### src/rtl/gpio_bank_pkg.sv
package gpio_bank_pkg;
  localparam int unsigned ADDR_W = 12;

  localparam logic [ADDR_W-1:0] OFS_EOI      = 12'h020;
  localparam logic [ADDR_W-1:0] OFS_RAW0     = 12'h024;
  localparam logic [ADDR_W-1:0] OFS_RAW1     = 12'h028;
  localparam logic [ADDR_W-1:0] OFS_MSK0     = 12'h02C;
  localparam logic [ADDR_W-1:0] OFS_MSK1     = 12'h030;
  localparam logic [ADDR_W-1:0] OFS_ENSET0   = 12'h034;
  localparam logic [ADDR_W-1:0] OFS_ENSET1   = 12'h038;
  localparam logic [ADDR_W-1:0] OFS_ENCLR0   = 12'h03C;
  localparam logic [ADDR_W-1:0] OFS_ENCLR1   = 12'h040;
  localparam logic [ADDR_W-1:0] OFS_DRV_EN   = 12'h134;
  localparam logic [ADDR_W-1:0] OFS_PIN_RD   = 12'h138;
  localparam logic [ADDR_W-1:0] OFS_OUT_VAL  = 12'h13C;
  localparam logic [ADDR_W-1:0] OFS_LVL_LO   = 12'h140;
  localparam logic [ADDR_W-1:0] OFS_LVL_HI   = 12'h144;
  localparam logic [ADDR_W-1:0] OFS_EDGE_UP  = 12'h148;
  localparam logic [ADDR_W-1:0] OFS_EDGE_DN  = 12'h14C;
  localparam logic [ADDR_W-1:0] OFS_FILT_EN  = 12'h150;
  localparam logic [ADDR_W-1:0] OFS_FILT_LEN = 12'h154;
  localparam logic [ADDR_W-1:0] OFS_OUT_CLR  = 12'h190;
  localparam logic [ADDR_W-1:0] OFS_OUT_SET  = 12'h194;

  localparam int unsigned NUM_LINES = 2;
endpackage

### src/rtl/gpio_in_filter.sv
module gpio_in_filter #(
  parameter int unsigned NPINS     = 32,
  parameter int unsigned DB_TIME_W = 8,
  parameter int unsigned DB_DIV    = 64
) (
  input  logic                 clk,
  input  logic                 rst_n,
  input  logic [NPINS-1:0]     pin_i,
  input  logic [NPINS-1:0]     filt_en,
  input  logic [DB_TIME_W-1:0] filt_len,
  output logic [NPINS-1:0]     sync_o,
  output logic [NPINS-1:0]     eff_o
);
  localparam int unsigned DIV_W = (DB_DIV > 1) ? $clog2(DB_DIV) : 1;
  localparam logic [DIV_W-1:0] DIV_LAST = DIV_W'(DB_DIV - 1);

  logic [NPINS-1:0] meta_q, sync_q;
  logic [DIV_W-1:0] div_q, div_d;
  logic             tick;

  // two-flop synchronizer
  always_ff @(posedge clk or negedge rst_n) begin
    if (!rst_n) begin
      meta_q <= '0;
      sync_q <= '0;
    end else begin
      meta_q <= pin_i;
      sync_q <= meta_q;
    end
  end

  // slow tick shared by all pins
  assign tick = (div_q == DIV_LAST);
  always_comb div_d = tick ? '0 : div_q + 1'b1;

  always_ff @(posedge clk or negedge rst_n) begin
    if (!rst_n) div_q <= '0;
    else        div_q <= div_d;
  end

  assign sync_o = sync_q;

  for (genvar i = 0; i < NPINS; i++) begin : g_pin
    logic                 lvl_q, lvl_d;
    logic [DB_TIME_W-1:0] cnt_q, cnt_d;

    always_comb begin
      lvl_d = lvl_q;
      cnt_d = cnt_q;
      if (!filt_en[i]) begin
        lvl_d = sync_q[i];
        cnt_d = '0;
      end else if (sync_q[i] == lvl_q) begin
        cnt_d = '0;
      end else if (tick) begin
        if (cnt_q == filt_len) begin
          lvl_d = sync_q[i];
          cnt_d = '0;
        end else begin
          cnt_d = cnt_q + 1'b1;
        end
      end
    end

    always_ff @(posedge clk or negedge rst_n) begin
      if (!rst_n) begin
        lvl_q <= 1'b0;
        cnt_q <= '0;
      end else begin
        lvl_q <= lvl_d;
        cnt_q <= cnt_d;
      end
    end

    assign eff_o[i] = filt_en[i] ? lvl_q : sync_q[i];
  end
endmodule

### src/rtl/gpio_evt_core.sv
module gpio_evt_core #(
  parameter int unsigned NPINS = 32
) (
  input  logic             clk,
  input  logic             rst_n,
  input  logic [NPINS-1:0] eff_i,
  input  logic [NPINS-1:0] lvl_lo_en,
  input  logic [NPINS-1:0] lvl_hi_en,
  input  logic [NPINS-1:0] up_en,
  input  logic [NPINS-1:0] dn_en,
  input  logic [NPINS-1:0] sw_set,
  input  logic [NPINS-1:0] sw_clr,
  output logic [NPINS-1:0] evt_o
);
  logic [NPINS-1:0] prev_q, evt_q, evt_d, hit;

  always_comb begin
    hit = (lvl_lo_en & ~eff_i)
        | (lvl_hi_en &  eff_i)
        | (up_en     &  eff_i & ~prev_q)
        | (dn_en     & ~eff_i &  prev_q);
    // a detection in the same cycle wins over a software clear
    evt_d = (evt_q & ~sw_clr) | sw_set | hit;
  end

  always_ff @(posedge clk or negedge rst_n) begin
    if (!rst_n) begin
      prev_q <= '0;
      evt_q  <= '0;
    end else begin
      prev_q <= eff_i;
      evt_q  <= evt_d;
    end
  end

  assign evt_o = evt_q;
endmodule

### src/rtl/gpio_irq_line.sv
module gpio_irq_line #(
  parameter int unsigned NPINS = 32
) (
  input  logic             clk,
  input  logic             rst_n,
  input  logic [NPINS-1:0] evt_i,
  input  logic             en_set_we,
  input  logic             en_clr_we,
  input  logic [NPINS-1:0] wdata,
  input  logic             eoi_hit,
  output logic [NPINS-1:0] mask_o,
  output logic [NPINS-1:0] masked_o,
  output logic             irq_o
);
  logic [NPINS-1:0] mask_q, mask_d;
  logic             gate_q;

  always_comb begin
    mask_d = mask_q;
    if (en_set_we) mask_d = mask_d | wdata;
    if (en_clr_we) mask_d = mask_d & ~wdata;
  end

  always_ff @(posedge clk or negedge rst_n) begin
    if (!rst_n) begin
      mask_q <= '0;
      gate_q <= 1'b0;
    end else begin
      mask_q <= mask_d;
      gate_q <= eoi_hit;
    end
  end

  assign mask_o   = mask_q;
  assign masked_o = evt_i & mask_q;
  assign irq_o    = (|masked_o) & ~gate_q;
endmodule

### src/rtl/gpio_irq_bank.sv
module gpio_irq_bank
  import gpio_bank_pkg::*;
#(
  parameter int unsigned NPINS     = 32,
  parameter int unsigned DB_TIME_W = 8,
  parameter int unsigned DB_DIV    = 64
) (
  input  logic              clk,
  input  logic              rst_n,
  input  logic              bus_sel,
  input  logic              bus_we,
  input  logic [ADDR_W-1:0] bus_addr,
  input  logic [NPINS-1:0]  bus_wdata,
  output logic [NPINS-1:0]  bus_rdata,
  output logic              bus_ready,
  input  logic [NPINS-1:0]  pin_in,
  output logic [NPINS-1:0]  pin_out,
  output logic [NPINS-1:0]  pin_oe,
  output logic [1:0]        irq
);
  // reset: asserted asynchronously, released on the clock
  logic rst_meta_q, rst_sync_n;
  always_ff @(posedge clk or negedge rst_n) begin
    if (!rst_n) begin
      rst_meta_q <= 1'b0;
      rst_sync_n <= 1'b0;
    end else begin
      rst_meta_q <= 1'b1;
      rst_sync_n <= rst_meta_q;
    end
  end

  logic wr;
  assign wr = bus_sel & bus_we;

  // configuration registers
  logic [NPINS-1:0]     out_q, out_d, drv_q, drv_d;
  logic [NPINS-1:0]     llo_q, llo_d, lhi_q, lhi_d;
  logic [NPINS-1:0]     up_q, up_d, dn_q, dn_d;
  logic [NPINS-1:0]     fen_q, fen_d;
  logic [DB_TIME_W-1:0] flen_q, flen_d;
  logic [NPINS-1:0]     rdata_q, rdata_d;
  logic                 ready_q;

  logic [NPINS-1:0] sync_in, eff_in, raw_evt, sw_set, sw_clr;
  logic [NPINS-1:0] line_mask   [NUM_LINES];
  logic [NPINS-1:0] line_masked [NUM_LINES];
  logic [NPINS-1:0] en_mask0, en_mask1;
  logic [1:0]       en_set_we, en_clr_we, eoi_hit;

  always_comb begin
    out_d  = out_q;
    drv_d  = drv_q;
    llo_d  = llo_q;
    lhi_d  = lhi_q;
    up_d   = up_q;
    dn_d   = dn_q;
    fen_d  = fen_q;
    flen_d = flen_q;
    sw_set = '0;
    sw_clr = '0;
    en_set_we = 2'b00;
    en_clr_we = 2'b00;
    eoi_hit   = 2'b00;
    if (wr) begin
      case (bus_addr)
        OFS_OUT_VAL:  out_d  = bus_wdata;
        OFS_OUT_SET:  out_d  = out_q | bus_wdata;
        OFS_OUT_CLR:  out_d  = out_q & ~bus_wdata;
        OFS_DRV_EN:   drv_d  = bus_wdata;
        OFS_LVL_LO:   llo_d  = bus_wdata;
        OFS_LVL_HI:   lhi_d  = bus_wdata;
        OFS_EDGE_UP:  up_d   = bus_wdata;
        OFS_EDGE_DN:  dn_d   = bus_wdata;
        OFS_FILT_EN:  fen_d  = bus_wdata;
        OFS_FILT_LEN: flen_d = bus_wdata[DB_TIME_W-1:0];
        OFS_RAW0, OFS_RAW1: sw_set = bus_wdata;
        OFS_MSK0, OFS_MSK1: sw_clr = bus_wdata;
        OFS_ENSET0:   en_set_we[0] = 1'b1;
        OFS_ENSET1:   en_set_we[1] = 1'b1;
        OFS_ENCLR0:   en_clr_we[0] = 1'b1;
        OFS_ENCLR1:   en_clr_we[1] = 1'b1;
        OFS_EOI:      eoi_hit = bus_wdata[0] ? 2'b10 : 2'b01;
        default: ;
      endcase
    end
  end

  always_comb begin
    rdata_d = '0;
    if (bus_sel && !bus_we) begin
      case (bus_addr)
        OFS_RAW0, OFS_RAW1:     rdata_d = raw_evt;
        OFS_MSK0:               rdata_d = line_masked[0];
        OFS_MSK1:               rdata_d = line_masked[1];
        OFS_ENSET0, OFS_ENCLR0: rdata_d = line_mask[0];
        OFS_ENSET1, OFS_ENCLR1: rdata_d = line_mask[1];
        OFS_DRV_EN:             rdata_d = drv_q;
        OFS_PIN_RD:             rdata_d = sync_in;
        OFS_OUT_VAL, OFS_OUT_SET, OFS_OUT_CLR: rdata_d = out_q;
        OFS_LVL_LO:             rdata_d = llo_q;
        OFS_LVL_HI:             rdata_d = lhi_q;
        OFS_EDGE_UP:            rdata_d = up_q;
        OFS_EDGE_DN:            rdata_d = dn_q;
        OFS_FILT_EN:            rdata_d = fen_q;
        OFS_FILT_LEN:           rdata_d = NPINS'(flen_q);
        default:                rdata_d = '0;
      endcase
    end
  end

  always_ff @(posedge clk or negedge rst_sync_n) begin
    if (!rst_sync_n) begin
      out_q   <= '0;
      drv_q   <= '0;
      llo_q   <= '0;
      lhi_q   <= '0;
      up_q    <= '0;
      dn_q    <= '0;
      fen_q   <= '0;
      flen_q  <= '0;
      rdata_q <= '0;
      ready_q <= 1'b0;
    end else begin
      out_q   <= out_d;
      drv_q   <= drv_d;
      llo_q   <= llo_d;
      lhi_q   <= lhi_d;
      up_q    <= up_d;
      dn_q    <= dn_d;
      fen_q   <= fen_d;
      flen_q  <= flen_d;
      rdata_q <= rdata_d;
      ready_q <= bus_sel;
    end
  end

  gpio_in_filter #(
    .NPINS(NPINS), .DB_TIME_W(DB_TIME_W), .DB_DIV(DB_DIV)
  ) u_filter (
    .clk(clk), .rst_n(rst_sync_n), .pin_i(pin_in),
    .filt_en(fen_q), .filt_len(flen_q),
    .sync_o(sync_in), .eff_o(eff_in)
  );

  gpio_evt_core #(.NPINS(NPINS)) u_evt (
    .clk(clk), .rst_n(rst_sync_n), .eff_i(eff_in),
    .lvl_lo_en(llo_q), .lvl_hi_en(lhi_q), .up_en(up_q), .dn_en(dn_q),
    .sw_set(sw_set), .sw_clr(sw_clr), .evt_o(raw_evt)
  );

  for (genvar n = 0; n < NUM_LINES; n++) begin : g_line
    gpio_irq_line #(.NPINS(NPINS)) u_line (
      .clk(clk), .rst_n(rst_sync_n), .evt_i(raw_evt),
      .en_set_we(en_set_we[n]), .en_clr_we(en_clr_we[n]),
      .wdata(bus_wdata), .eoi_hit(eoi_hit[n]),
      .mask_o(line_mask[n]), .masked_o(line_masked[n]), .irq_o(irq[n])
    );
  end

  assign en_mask0  = line_mask[0];
  assign en_mask1  = line_mask[1];
  assign bus_rdata = rdata_q;
  assign bus_ready = ready_q;
  assign pin_out   = out_q;
  assign pin_oe    = drv_q;
endmodule

### config.mk
export PLATFORM = sky130hd
export DESIGN_NAME = gpio_irq_bank
export DESIGN_NICKNAME = d
export VERILOG_FILES = /design/src/rtl/gpio_bank_pkg.sv /design/src/rtl/gpio_in_filter.sv /design/src/rtl/gpio_evt_core.sv /design/src/rtl/gpio_irq_line.sv /design/src/rtl/gpio_irq_bank.sv
export SDC_FILE = /design/constraint.sdc
export NUM_CORES = 2
export LEC_CHECK = 0
export BUFFER_PORTS_ARGS = -buffer_cell sky130_fd_sc_hd__buf_2
export CAP_MARGIN = 40
export CORE_MARGIN = 5
export CORE_UTILIZATION = 55
export DETAILED_ROUTE_END_ITERATION = 6
export PLACE_DENSITY = 0.73
export REMOVE_ABC_BUFFERS = 1
export SLEW_MARGIN = 40
export SYNTH_ARGS = -nofsm -noshare
export SYNTH_HDL_FRONTEND = slang
export SYNTH_SLANG_ARGS = --single-unit
### constraint.sdc
create_clock -name clk -period 59.3 [get_ports clk]
set_input_delay 11.86 -clock clk [delete_from_list [all_inputs] [get_ports clk]]
set_output_delay 11.86 -clock clk [all_outputs]
set_load 0.1 [all_outputs]
==> impl_metrics.yaml <==
timing:
  worst_hold_slack_ns: 0.328
  setup_violations: 0
  relSlewSlack_pct: 33.5
  slew_violations: 0
  fmax_ghz: 0.0674
  worst_pin_slew_ns: 0.990
  rsz0062_at_grt: "false"
  hold_viol: 0
  fin_crit_ns: 14.85
  fin_crit_sh_pct: 25.0
  finalSetupTns_ns: 0
  skew_ns: 0.0398
routing:
  vias_per_cell: 6.45
  drtIter0Drc: 3788
  via_count: 30855
  route.detailed.drc: 0
  routed_wl_um: 118000
  dr.pass1.iters: 7
  ant_nets: 0
  wire_per_inst_um: 24.7
clocking:
  cts_tree: "done"
  cts-root-buf: "clkbuf_16"
  ctsHoldBuffers: 0
  cts_setup_buffers: 0
  ctsResizeCount: 0
  cts.sinks: 755
  clk_pin_slew_ns: 0.06
  cts_buffers: 82
  insertion_delay_ns: 0.65
  clk_path_buf_depth: 3
  ctsHtreeMaxLevel: 3
power_and_ir_drop:
  switching_share_pct: 22.6
  power.total_w: 0.00108
  p_sw_w: 0.000244
  combPwrFrac_pct: 3.8
  ir_drop_mv: 0.0224
  internal_power_w: 0.000835
  power_density_nw_per_um2: 25.2
  pwr-share-seq_pct: 48.8
  pwr-share-clk_pct: 47.5
  p_leak_nw: 18.3
finish:
  design_area_um2: 42900
  n_fill_cell: 5577
  fin_cells: 4782
  syn2layout_area_growth_pct: 12.4
  regArea_um2: 18900
  nets: 3899
  drive_gt1_share_pct: 18.0
  multi_input_area_um2: 18300
synthesis:
  yosys.area_share.simple_pct: 13.0
  yosysSeqAreaShare_pct: 49.5
  syn-cell-area_um2: 38100
  yosysWarnings: 0
  ys_types: 71
  syn_avg_cell_area_um2: 10.4
  synthMuxAreaShare_pct: 9.29
  yosysTopAreaCell: "dfrtp_1"
  synth_area_leaders: "dfrtp_1, mux2_2, xnor2_1, a21oi_1, xor2_1"
  synthArstFlopShare_pct: 100
  yosys.cell_count.top_type: "dfrtp_1"
  synth_flop_cell: "dfrtp_1"
  synth_top_area_share_pct: 49.5
  synth_xor_area_share_pct: 9.51
  synth-adder-area-share_pct: 1.08
  yosys-top-cells-count: "dfrtp_1, nand2_1, a21oi_1, mux2_2, xnor2_1"
  synth_compound_area_share_pct: 14.6
  ys_ff_latch: 755
  syn_inst: 3652
  synth_edf_count: 0
  synth_top_family_by_area: "compound AO/OA/AOI/OAI gates"
placed_design:
  dp_cells: 4633
  dp_hpwl_um: 79400
  gp_congestion: 1.03
  place_area_um2: 40200
  portBuffers: 178
worst_setup_path:
  critPathCaptureType: "register"
  worst_path_max_delay_cell: "nor2_2"
  cpPeakStageDelay_ns: 0.69
  worstSetupStartpointType: "input pin"
  worst-path-buf-inv: 4
  path_cells: "buf_2 > buf_4 > nor2b_2 > buf_4 > o21a_1 > nand3_1 > nor2_2 > buf_4 > a221o_1"
  worstSetupPathType: "input pin to register"
  arrival_ns: 15.41
  crit_required_ns: 59.86
  cpLargestDelayFamily: "buffers and inverters"
  cp_max_fo: 31
  crit_top_cell: "buf_4"
floorplanning:
  start_util_pct: 55.5
  core_area_um2: 68700
  die_y_um: 273
  die_w_um: 273
  row_count: 96
  io_pins: 179
  dieArea_um2: 74700
global_routing:
  antenna_found_initial: 8
  grt_max_degree: 98
  grt_pass1_vias: 30075
  grt_pass1_wl_um: 181000
  overflow: 0
  grt.total_usage_pct: 31.1
hold_path:
  worst_hold_path_type: "register to register"
run:
  cap_viol_max_count: 0
outcome:
  status: "complete, no violations"
power by group through the flow:
stage / Combinational [W] / Clock, W / Sequential [W]
final: 0.0000406 / 0.000512 / 0.000526
after global routing: 0.0000442 / 0.000540 / 0.000526
after CTS: 0.0000401 / 0.000520 / 0.000526
after detailed placement: 0.0000399 / 0 / 0.000535
after global placement: 0.0000388 / 0 / 0.000535
after floorplan: 0.0000125 / 0 / 0.000542
sequential cells by signal, indices dropped and copies added (netlist names), named ones only:
| signal | cells |
|---|---|
| lhi_q | 32 |
| pin_oe | 32 |
| u_evt.evt_o | 32 |
| dn_q | 32 |
| flen_q | 8 |
| up_q | 32 |
| bus_rdata | 32 |
| g_line.u_line.gate_q | 2 |
| llo_q | 32 |
| u_filter.g_pin.lvl_q | 32 |
| bus_ready | 1 |
| rst_sync_n | 1 |
| u_filter.g_pin.cnt_q | 256 |
| fen_q | 32 |
| u_filter.meta_q | 32 |
| u_filter.sync_o | 32 |
| u_filter.div_q | 6 |
| pin_out | 32 |
| u_evt.prev_q | 32 |
| rst_meta_q | 1 |
worst paths after layout:
kind / slack [ns] / cells after the start / start / endpoint
max: 44.45 / 9 / bus_addr[3] / u_evt.evt_o[7]
min: 0.33 / 0 / u_filter.meta_q[17] / u_filter.sync_o[17]
max reg2reg: 56.10 / 10 / u_filter.div_q[0] / u_filter.g_pin[28].cnt_q[4]
min reg2reg: 0.33 / 0 / u_filter.meta_q[17] / u_filter.sync_o[17]
max in group asynchronous: 48.18 / 1 / rst_n / rst_sync_n
min in group asynchronous: 0.34 / 0 / rst_sync_n / lhi_q[18]
final cells by class:
type / count / area share, %
Antenna cell: 7 / 0.0409
Clock buffer: 119 / 5.49
Clock inverter: 23 / 0.718
Inverter: 78 / 0.683
Multi-Input combinational cell: 2624 / 42.7
Sequential cell: 755 / 44.1
Tap cell: 931 / 2.72
Timing Repair Buffer: 245 / 3.54
per-layer routing:
metal / up-vias / part of all wire (%) / track usage [%]
met3: 419 / 10 / 8.30
met1: 15336 / 40 / 42.3
met4: 6 / 5.9 / 14.8
li1: 13515 / - / -
met5: - / 0.024 / 0
met2: 1579 / 44 / 46.8
stage by stage:
| stage | setup slack [ns] | utilization [%] |
|---|---|---|
| after floorplan | 36.70 | - |
| after global placement | 44.11 | 58.2 |
| after detailed placement | 43.98 | 58.5 |
| after CTS | 44.61 | 62.3 |
| after global routing | 44.43 | 62.4 |
| final | 44.45 | 62.4 |
logic make-up (layout without fill, tap and decap cells):
kind of cell / Yosys count / after routing
AO/OA/AOI/OAI: 860 / 860
flip-flops: 755 / 755
AND/OR/NAND/NOR: 1004 / 1004
adder cells (fa/ha/maj): 33 / 33
multiplexers: 312 / 312
XOR/XNOR: 414 / 414
buffers and inverters: 273 / 465
other: 1 / 8
cell usage in the layout, fill, tap and decap left out, drive strengths merged, types with 8 or more instances in the layout:
cell / synthesis / routed
a211oi: 35 / 35
ha: 33 / 33
nor4: 14 / 14
inv: 78 / 82
nand3: 71 / 71
a2bb2oi: 8 / 8
o22ai: 29 / 29
xnor2: 263 / 263
o211ai: 18 / 18
nand2b: 9 / 9
and3: 77 / 77
and2: 27 / 27
nor3b: 8 / 8
a31oi: 27 / 27
nand2: 317 / 317
o21ai: 163 / 163
nand3b: 36 / 36
dfrtp: 755 / 755
buf: 64 / 245
mux2: 276 / 276
a32oi: 17 / 17
a21oi: 290 / 290
a22o: 62 / 62
or3: 10 / 10
nor2b: 12 / 12
xor2: 151 / 151
clkbuf: 131 / 119
o31ai: 9 / 9
nand4: 128 / 128
a222oi: 26 / 26
nor2: 234 / 234
a22oi: 78 / 78
clkinv: 0 / 11
a221oi: 27 / 27
a221o: 35 / 35
mux2i: 30 / 30
nor3: 34 / 34
Note: power is estimated with default switching activity, not from simulation.
